### src/rtl/rhg_pkg.sv
// Package: shared select codes and cause bit positions for the row hazard guard.
// Assumes a 2-bit host register select.
package rhg_pkg;
    typedef enum logic [1:0] {
        SEL_DATA  = 2'd0,
        SEL_ADDR  = 2'd1,
        SEL_CAUSE = 2'd2,
        SEL_NONE  = 2'd3
    } reg_sel_e;

    localparam int CAUSE_W     = 4;
    localparam int CB_RD_EARLY = 0;
    localparam int CB_WR_EARLY = 1;
    localparam int CB_XMIT     = 2;
    localparam int CB_ADDR     = 3;
endpackage

### src/rtl/rhg_pend_flags.sv
// Module: outstanding-state tracker.
// Keeps one flag per transfer direction: set by the command strobe, cleared
// by the matching completion. A command in the same cycle as a completion
// keeps the flag set. Assumes single-cycle strobes.
module rhg_pend_flags #(
    parameter int N_FLAGS = 2
) (
    input  logic               clk,
    input  logic               rst_n,
    input  logic [N_FLAGS-1:0] start,
    input  logic [N_FLAGS-1:0] done,
    output logic [N_FLAGS-1:0] pend
);
    for (genvar g = 0; g < N_FLAGS; g++) begin : g_flag
        // Set on command, clear on completion, command wins.
        always_ff @(posedge clk) begin
            if (!rst_n)           pend[g] <= 1'b0;
            else if (start[g])    pend[g] <= 1'b1;
            else if (done[g])     pend[g] <= 1'b0;
        end
    end
endmodule

### src/rtl/rhg_hazard.sv
// Module: combinational hazard classifier.
// Decodes host strobes against the outstanding states. Produces one hazard
// bit per cause, the write enables that survive blocking, and the accepted
// transmit. Assumes at most one register access per cycle.
module rhg_hazard
    import rhg_pkg::*;
(
    input  logic               rd_pend,
    input  logic               wr_pend,
    input  logic               reg_rd,
    input  logic               reg_wr,
    input  logic [1:0]         reg_sel,
    input  logic               cmd_xmit,
    output logic [CAUSE_W-1:0] haz,
    output logic               data_we,
    output logic               addr_we,
    output logic               cause_we,
    output logic               xmit_ok
);
    logic sel_data, sel_addr, sel_cause;

    // Decode the register select.
    always_comb begin
        sel_data  = (reg_sel == SEL_DATA);
        sel_addr  = (reg_sel == SEL_ADDR);
        sel_cause = (reg_sel == SEL_CAUSE);
    end

    // Classify each premature access and gate the blocked updates.
    always_comb begin
        haz              = '0;
        haz[CB_RD_EARLY] = reg_rd && sel_data && rd_pend;
        haz[CB_WR_EARLY] = reg_wr && sel_data && wr_pend;
        haz[CB_XMIT]     = cmd_xmit && wr_pend;
        haz[CB_ADDR]     = reg_wr && sel_addr && wr_pend;
        data_we          = reg_wr && sel_data && !wr_pend;
        addr_we          = reg_wr && sel_addr && !wr_pend;
        cause_we         = reg_wr && sel_cause;
        xmit_ok          = cmd_xmit && !wr_pend;
    end
endmodule

### src/rtl/rhg_cause.sv
// Module: sticky cause register and processor error pulse.
// A hazard sets its bit; a host write clears the bits given as ones; setting
// wins over clearing. The error pulse follows any hazard by one cycle.
module rhg_cause
    import rhg_pkg::*;
(
    input  logic               clk,
    input  logic               rst_n,
    input  logic [CAUSE_W-1:0] haz,
    input  logic               clr_we,
    input  logic [CAUSE_W-1:0] clr_mask,
    output logic [CAUSE_W-1:0] cause,
    output logic               proc_err
);
    logic [CAUSE_W-1:0] clr_bits;

    // Bits removed by a clear write this cycle.
    always_comb clr_bits = clr_we ? clr_mask : '0;

    // Update the sticky causes and the one-cycle error event.
    always_ff @(posedge clk) begin
        if (!rst_n) begin
            cause    <= '0;
            proc_err <= 1'b0;
        end else begin
            cause    <= (cause & ~clr_bits) | haz;
            proc_err <= |haz;
        end
    end

    AST_ERR_HAS_CAUSE: assert property (@(posedge clk) disable iff (!rst_n)
        proc_err |-> (cause != '0));
    AST_HAZ_SETS_BIT: assert property (@(posedge clk) disable iff (!rst_n)
        (haz != '0) |=> ((cause & $past(haz)) == $past(haz)));
endmodule

### src/rtl/rhg_regs.sv
// Module: row data and row address staging registers.
// Returning read data has priority over a host write to the data register.
// Enables arrive already gated by the hazard classifier.
module rhg_regs #(
    parameter int DATA_W = 32,
    parameter int ADDR_W = 12
) (
    input  logic              clk,
    input  logic              rst_n,
    input  logic              data_we,
    input  logic [DATA_W-1:0] data_in,
    input  logic              load_rd,
    input  logic [DATA_W-1:0] load_data,
    input  logic              addr_we,
    input  logic [ADDR_W-1:0] addr_in,
    output logic [DATA_W-1:0] row_data,
    output logic [ADDR_W-1:0] row_addr
);
    // Row data: memory return first, else accepted host write.
    always_ff @(posedge clk) begin
        if (!rst_n)       row_data <= '0;
        else if (load_rd) row_data <= load_data;
        else if (data_we) row_data <= data_in;
    end

    // Row address: accepted host write only.
    always_ff @(posedge clk) begin
        if (!rst_n)       row_addr <= '0;
        else if (addr_we) row_addr <= addr_in;
    end
endmodule

### src/rtl/row_hazard_guard.sv
// Module: top of the row access hazard guard.
// Ties the outstanding-state tracker, hazard classifier, cause register and
// staging registers together, and drives the host read mux and memory-side
// requests. Assumes ADDR_W <= DATA_W and CAUSE_W <= DATA_W.
module row_hazard_guard
    import rhg_pkg::*;
#(
    parameter int DATA_W = 32,
    parameter int ADDR_W = 12
) (
    input  logic              clk,
    input  logic              rst_n,
    input  logic              cmd_rd_row,
    input  logic              cmd_wr_row,
    input  logic              cmd_xmit,
    input  logic              reg_rd,
    input  logic              reg_wr,
    input  logic [1:0]        reg_sel,
    input  logic [DATA_W-1:0] wdata,
    output logic [DATA_W-1:0] rdata,
    output logic              mem_rd_req,
    output logic              mem_wr_req,
    output logic [ADDR_W-1:0] mem_addr,
    output logic [DATA_W-1:0] mem_wdata,
    input  logic [DATA_W-1:0] mem_rd_data,
    input  logic              mem_rd_done,
    input  logic              mem_wr_done,
    output logic              pkt_xmit,
    output logic              proc_err
);
    localparam int IDX_RD = 0;
    localparam int IDX_WR = 1;

    logic [1:0]         pend;
    logic               rd_pend, wr_pend;
    logic [CAUSE_W-1:0] haz, cause;
    logic               data_we, addr_we, cause_we, xmit_ok;
    logic [DATA_W-1:0]  row_data;
    logic [ADDR_W-1:0]  row_addr;

    rhg_pend_flags #(.N_FLAGS(2)) u_pend (
        .clk   (clk),
        .rst_n (rst_n),
        .start ({cmd_wr_row, cmd_rd_row}),
        .done  ({mem_wr_done, mem_rd_done}),
        .pend  (pend)
    );

    // Name the two outstanding states.
    always_comb begin
        rd_pend = pend[IDX_RD];
        wr_pend = pend[IDX_WR];
    end

    rhg_hazard u_haz (
        .rd_pend  (rd_pend),
        .wr_pend  (wr_pend),
        .reg_rd   (reg_rd),
        .reg_wr   (reg_wr),
        .reg_sel  (reg_sel),
        .cmd_xmit (cmd_xmit),
        .haz      (haz),
        .data_we  (data_we),
        .addr_we  (addr_we),
        .cause_we (cause_we),
        .xmit_ok  (xmit_ok)
    );

    rhg_cause u_cause (
        .clk      (clk),
        .rst_n    (rst_n),
        .haz      (haz),
        .clr_we   (cause_we),
        .clr_mask (wdata[CAUSE_W-1:0]),
        .cause    (cause),
        .proc_err (proc_err)
    );

    rhg_regs #(.DATA_W(DATA_W), .ADDR_W(ADDR_W)) u_regs (
        .clk       (clk),
        .rst_n     (rst_n),
        .data_we   (data_we),
        .data_in   (wdata),
        .load_rd   (mem_rd_done),
        .load_data (mem_rd_data),
        .addr_we   (addr_we),
        .addr_in   (wdata[ADDR_W-1:0]),
        .row_data  (row_data),
        .row_addr  (row_addr)
    );

    // Host read mux; unused select returns zero.
    always_comb begin
        case (reg_sel)
            SEL_DATA:  rdata = row_data;
            SEL_ADDR:  rdata = DATA_W'(row_addr);
            SEL_CAUSE: rdata = DATA_W'(cause);
            default:   rdata = '0;
        endcase
    end

    // Memory-side requests and accepted transmit.
    always_comb begin
        mem_rd_req = cmd_rd_row;
        mem_wr_req = cmd_wr_row;
        mem_addr   = row_addr;
        mem_wdata  = row_data;
        pkt_xmit   = xmit_ok;
    end

    AST_DATA_HOLD: assert property (@(posedge clk) disable iff (!rst_n)
        (reg_wr && reg_sel == SEL_DATA && wr_pend && !mem_rd_done) |=> $stable(row_data));
    AST_ADDR_HOLD: assert property (@(posedge clk) disable iff (!rst_n)
        (reg_wr && reg_sel == SEL_ADDR && wr_pend) |=> $stable(row_addr));
    AST_XMIT_ERR: assert property (@(posedge clk) disable iff (!rst_n)
        (cmd_xmit && wr_pend) |=> proc_err);
    AST_RD_CLEARS: assert property (@(posedge clk) disable iff (!rst_n)
        (mem_rd_done && !cmd_rd_row) |=> !rd_pend);
    AST_EARLY_READ: assert property (@(posedge clk) disable iff (!rst_n)
        (reg_rd && reg_sel == SEL_DATA && rd_pend) |=> proc_err);
endmodule

### config.mk
export PLATFORM = sky130hd
export DESIGN_NAME = row_hazard_guard
export DESIGN_NICKNAME = d
export VERILOG_FILES = /design/src/rtl/rhg_pkg.sv /design/src/rtl/rhg_pend_flags.sv /design/src/rtl/rhg_hazard.sv /design/src/rtl/rhg_cause.sv /design/src/rtl/rhg_regs.sv /design/src/rtl/row_hazard_guard.sv
export SDC_FILE = /design/constraint.sdc
export NUM_CORES = 1
export LEC_CHECK = 0
export BUFFER_PORTS_ARGS = -buffer_cell sky130_fd_sc_hd__buf_2
export CAP_MARGIN = 0
export CORE_AREA = 2 2 88 90
export DETAILED_ROUTE_END_ITERATION = 6
export DIE_AREA = 0 0 90 92
export PLACE_DENSITY = 0.76
export SLEW_MARGIN = 20
export SYNTH_ARGS = -nofsm -noshare
export SYNTH_HDL_FRONTEND = slang
export SYNTH_HIERARCHICAL = 1
export SYNTH_SLANG_ARGS = --single-unit
### constraint.sdc
create_clock -name clk -period 1.55 [get_ports clk]
set_input_delay 0.155 -clock clk [delete_from_list [all_inputs] [get_ports clk]]
set_output_delay 0.155 -clock clk [all_outputs]
set_load 0.005 [all_outputs]
======== Yosys cells after proc, flatten, opt, wreduce, memory -nomap -nowiden ========
Cells that the tools add are included.
operators by class
  equality and inequality tests ........... 2
  multiplexer cells ....................... 8
  bitwise logic cells ..................... 3
  reductions and logical operators ........ 17
operator list
  cell                count
  $pmux 32 s3         1
  $mux 32             2
  $logic_and 1x1->1   11
  $reduce_bool 2->1   3
  $and 4x4->4         1
  $mux 1              4
  $mux 4              1
  $not 4->4           1
  $or 4x4->4          1
  $reduce_or 4->1     1
  $eq 2x1->1 const B  1
  $eq 2x2->1 const B  1
  $logic_not 2->1     1
  $logic_not 1->1     1
word-level totals
  input port bits ......................... 75
  register bits after elaboration ......... 51
  logic and storage cells ................. 36

======== Longest topological paths before layout ========
  word-level depth ........................ 6
  mapped depth ............................ 5
  gate-level depth less buffers ........... 3

======== Hierarchy ========
The synthesis kept the hierarchy.
by module, submodules not included
  module            seq. area each (µm²)  cells each  instances  area an instance (µm²)
  rhg_regs          880.8                 180         1          2220.9
  row_hazard_guard  0.0                   53          1          385.4
  rhg_cause         100.1                 18          1          171.4
  rhg_hazard        0.0                   8           1          87.6
  rhg_pend_flags    40.0                  6           1          82.6

======== Worst setup path before layout ========
Ideal clock, no wire load.
  path type ............................... reg-to-reg
  from .................................... reg u_pend.pend[1]
  to ...................................... reg u_regs.row_data[0]
  data arrival time ....................... 1.411 ns
  clock period less this slack ............ 1.527 ns
  buffers on the path ..................... 2
  cell stages (with the launch flop) ...... 6
  path slack .............................. 0.023 ns
  cell sequence ........................... dfxtp_1 > nor4b_2 > buf_6 > buf_12 > mux2_4 > o211a_1
on the way
  longest elaborated chain between the ends .. 3
RTL lines
  item                                line                    source
  start, declared                     rhg_pend_flags.sv:12    output logic [N_FLAGS-1:0] pend
  start signal, assigned by index     rhg_pend_flags.sv:17    if (!rst_n) pend[g] <= 1'b0;
  start signal, assigned by index     rhg_pend_flags.sv:18    else if (start[g]) pend[g] <= 1'b1;
  start signal, assigned by index     rhg_pend_flags.sv:19    else if (done[g]) pend[g] <= 1'b0;
  $logic_not 1->1                     rhg_hazard.sv:36        data_we = reg_wr && sel_data && !wr_pend;
  $logic_and 1x1->1                   rhg_hazard.sv:36
  via data_we                         row_hazard_guard.sv:37  logic data_we, addr_we, cause_we, xmit_ok;
  $reduce_bool 2->1 (no source line)  -
  end signal, assigned                rhg_regs.sv:22          else if (load_rd) row_data <= load_data;
  end signal, assigned                rhg_regs.sv:23          else if (data_we) row_data <= data_in;
  end, declared                       rhg_regs.sv:16          output logic [DATA_W-1:0] row_data,
The timed path passes the listed nets, and every way through them passes these cells.
A chain may end at the register's enable or synchronous reset.

======== Worst setup path after layout ========
  from .................................... reg u_pend.pend[1]
  to ...................................... reg u_regs.row_data[14]
The elaborated chain is that of the path after synthesis.

==> key figures <==
STA
  – Worst-Margin Slew: 350 ps
  – Worst-case clock skew: 6.43 ps
  – Min cycle time layout: 1540 ps
  – Tcrit/Tclk final: 99.6%
  – Setup TNS: 0 ps
  – RSZ-0062 raised after global routing: true
  – Slew Viols, Final: 0
  – F_max: 0.648 GHz
  – Setup violators final: 0
  – Final count of hold timing violations: 0
  – Slew Limit Headroom: 76.6%

Power and ir drop
  – Leak: 2.21 nW
  – Final Power: 0.00320 W
  – VDD IR-drop max: 0.389 mV
  – Pwr/cell area: 803 mW/mm2

Finish
  – Commonest non-fill, non-tap cell in the layout: buf_2
  – Nets: 493
  – Final core occ: 53.5%
  – Share of cells above drive strength 1: 52.5%
  – Synthesis-to-layout area growth: 35.1%
  – N_diodes: 0
  – FILL cells: 722
  – Commonest cells after routing, fill and taps aside: 154 x buf_2, 50 x dfxtp_1, 32 x mux2_4, 32 x o211a_1, 24 x mux2i_1

Global route
  – Tot GR Track Use: 18.4%
  – Global-route wire length before repair: 12.4 mm
  – Largest net degree at the start of global routing: 66
  – GRT overflow: 0
  – Initial antenna violation count: 0
  – Number of global-route vias before repair: 2,480

Clock tree
  – CTS Root Cell: clkbuf_8
  – Clock latency on the worst-skew pair: 300 ps
  – CTS tree: built
  – Worst-case clock buffer depth: 2
  – CTS Hold Buffers Added: 0
  – Worst-path clk slew: 100 ps
  – CTS sink count: 51
  – CTS Buf Count: 5
  – # H-tree levels: 2

Worst setup path
  – CP max FO: 11
  – CP max stage cell: dfxtp_2
  – CP arrival: 1740 ps
  – Stages on the worst setup path: 5
  – Worst r2r path cells: 5
  – Critical Path RT: 1750 ps
  – Critical setup path kind: reg2reg
  – CP delay by family, top: flip-flops
  – Worst path cell trace: nor4b_4 > buf_4 > buf_12 > mux2_4 > o211a_1
  – CP Buf/Inv Count: 2
  – Worst path max stage delay: 350 ps
  – CP startpoint kind: flop
  – Crit path capture type: flop

Synth
  – EDFF count, synth: 0
  – Warnings, synthesis: 6
  – Seq/Total Area, Yosys: 34.6%
  – Synth Area per Inst: 11.1 um2
  – Yosys reg bits: 51
  – Synth top area share: 34.6%
  – Synth cell types: 30
  – Gate Count Post-Synth: 265
  – Syn_nets: 340
  – Synth area leaders: dfxtp_1 35%, mux2_4 15%, o211a_1 11%, mux2i_1 8.1%, or2b_1 5.3%
  – Cell Area, Synth: 0.00295 mm2
  – Post-synth top area cell: dfxtp_1
  – Async set-reset flop share out of synthesis: 0%
  – Ys flop type: dfxtp_1

Die
  – Die area: 0.00828 mm2
  – Die Y-Extent: 92 um
  – Row cnt: 32
  – I/O pin total: 155
  – Total core area: 0.00745 mm2
  – Die Span X: 90 um
  – Starting Density: 39.6%

Detailed routing
  – Residual DRC: 0
  – Final WL: 7.70 mm
  – Vias: 2,534
  – Wire per inst: 14.8 um
  – Drt first pass iters: 6
  – DR iter-0 viols: 58
  – Vias/cell: 4.86
  – ANT nets after route: 0

Min path
  – WHS Path Cells: 2
  – HP Class: in2reg

Status
  – Outcome: finished, final reports clean

Placed design
  – Post-DP HPWL: 5.71 mm
  – Port buffer count: 154
  – Routability cong.: 0.761

Run
  – Maxcap violations: 0
power breakdown:
| part | internal (W) | leakage [nW] | switching [W] | total, W |
|---|---|---|---|---|
| logic | 0.000390 | 1.72 | 0.000255 | 0.000644 |
| clock network | 0.000644 | 0.0644 | 0.000461 | 0.00110 |
| registers | 0.00139 | 0.421 | 0.0000593 | 0.00145 |
cell families after synthesis:
logic type | count (synthesis) | synth area share [%]
compound gates | 47 | 14.5
buf+inv | 27 | 6.79
flops | 51 | 34.6
mux | 56 | 24.2
simple gates | 84 | 19.9
area by class of cell:
class,count,area [um2],area share (%)
Multi-Input combinational cell,187,1740,43.8
Sequential cell,51,1020,25.7
Inverter,4,15.0,0.377
Tap cell,102,128,3.21
Clock buffer,5,68.8,1.73
Clock inverter,3,67.6,1.70
Timing Repair Buffer,169,937,23.5
per-stage QoR:
| stage | setup slack, ps | cells | hold WS (ps) | instance area [um2] |
|---|---|---|---|---|
| floorplan | 23.0 | 265 | 262 | 2950 |
| global placement | -32.3 | 513 | 385 | 3830 |
| detailed placement | -61.4 | 513 | 390 | 3830 |
| CTS | -9.22 | 521 | 57.6 | 3980 |
| global route | -45.7 | 521 | 61.5 | 3980 |
| finish | 6.69 | 521 | 71.5 | 3980 |
worst paths after layout:
kind / startpoint / endpoint / slack, ps
worst min-delay path: cmd_rd_row / u_pend/pend[0]$_SDFFE_PN0P_ / 70
worst max register to register: u_pend/pend[1]$_SDFFE_PN0P_ / u_regs/row_data[14]$_SDFFE_PN0P_ / 7
worst max-delay path: u_pend/pend[1]$_SDFFE_PN0P_ / u_regs/row_data[14]$_SDFFE_PN0P_ / 7
worst min register to register: u_regs/row_addr[3]$_SDFFE_PN0P_ / u_regs/row_addr[3]$_SDFFE_PN0P_ / 540
flip-flops by register name (all words and copies together), names as in the netlist:
register          count
u_regs/row_data      32
u_regs/row_addr      12
u_cause/cause         4
u_pend/pend           2
u_cause/proc_err      1
per-layer routing:
metal | global-route usage, % | share of wire (%)
met5 | 0 | 0
met4 | 4.87 | 0.93
met3 | 4.85 | 7.1
met2 | 33.1 | 50
met1 | 21.7 | 42
cells in the mapped netlist (3+ instances only):
master     count
dfxtp_1       51
o211a_1       32
mux2_4        30
mux2i_1       24
and2_1        21
or2b_1        21
nor2b_1       12
nand2b_1      11
clkbuf_1       8
nor2_1         8
a31oi_1        4
buf_12         4
buf_2          4
inv_1          4
o21ai_0        4
o2bb2ai_1      4
and4bb_2       3
buf_4          3
timing repair:
item                                   in CTS  in global routing
setup buffers                               0                  0
resized for setup                           3                  1
setup endpoints to repair                  31                 16
gates cloned                                0                  0
endpoints found under the hold margin       0                  0
pin swaps                                   1                  0
Power figures use the tool's default switching activity.
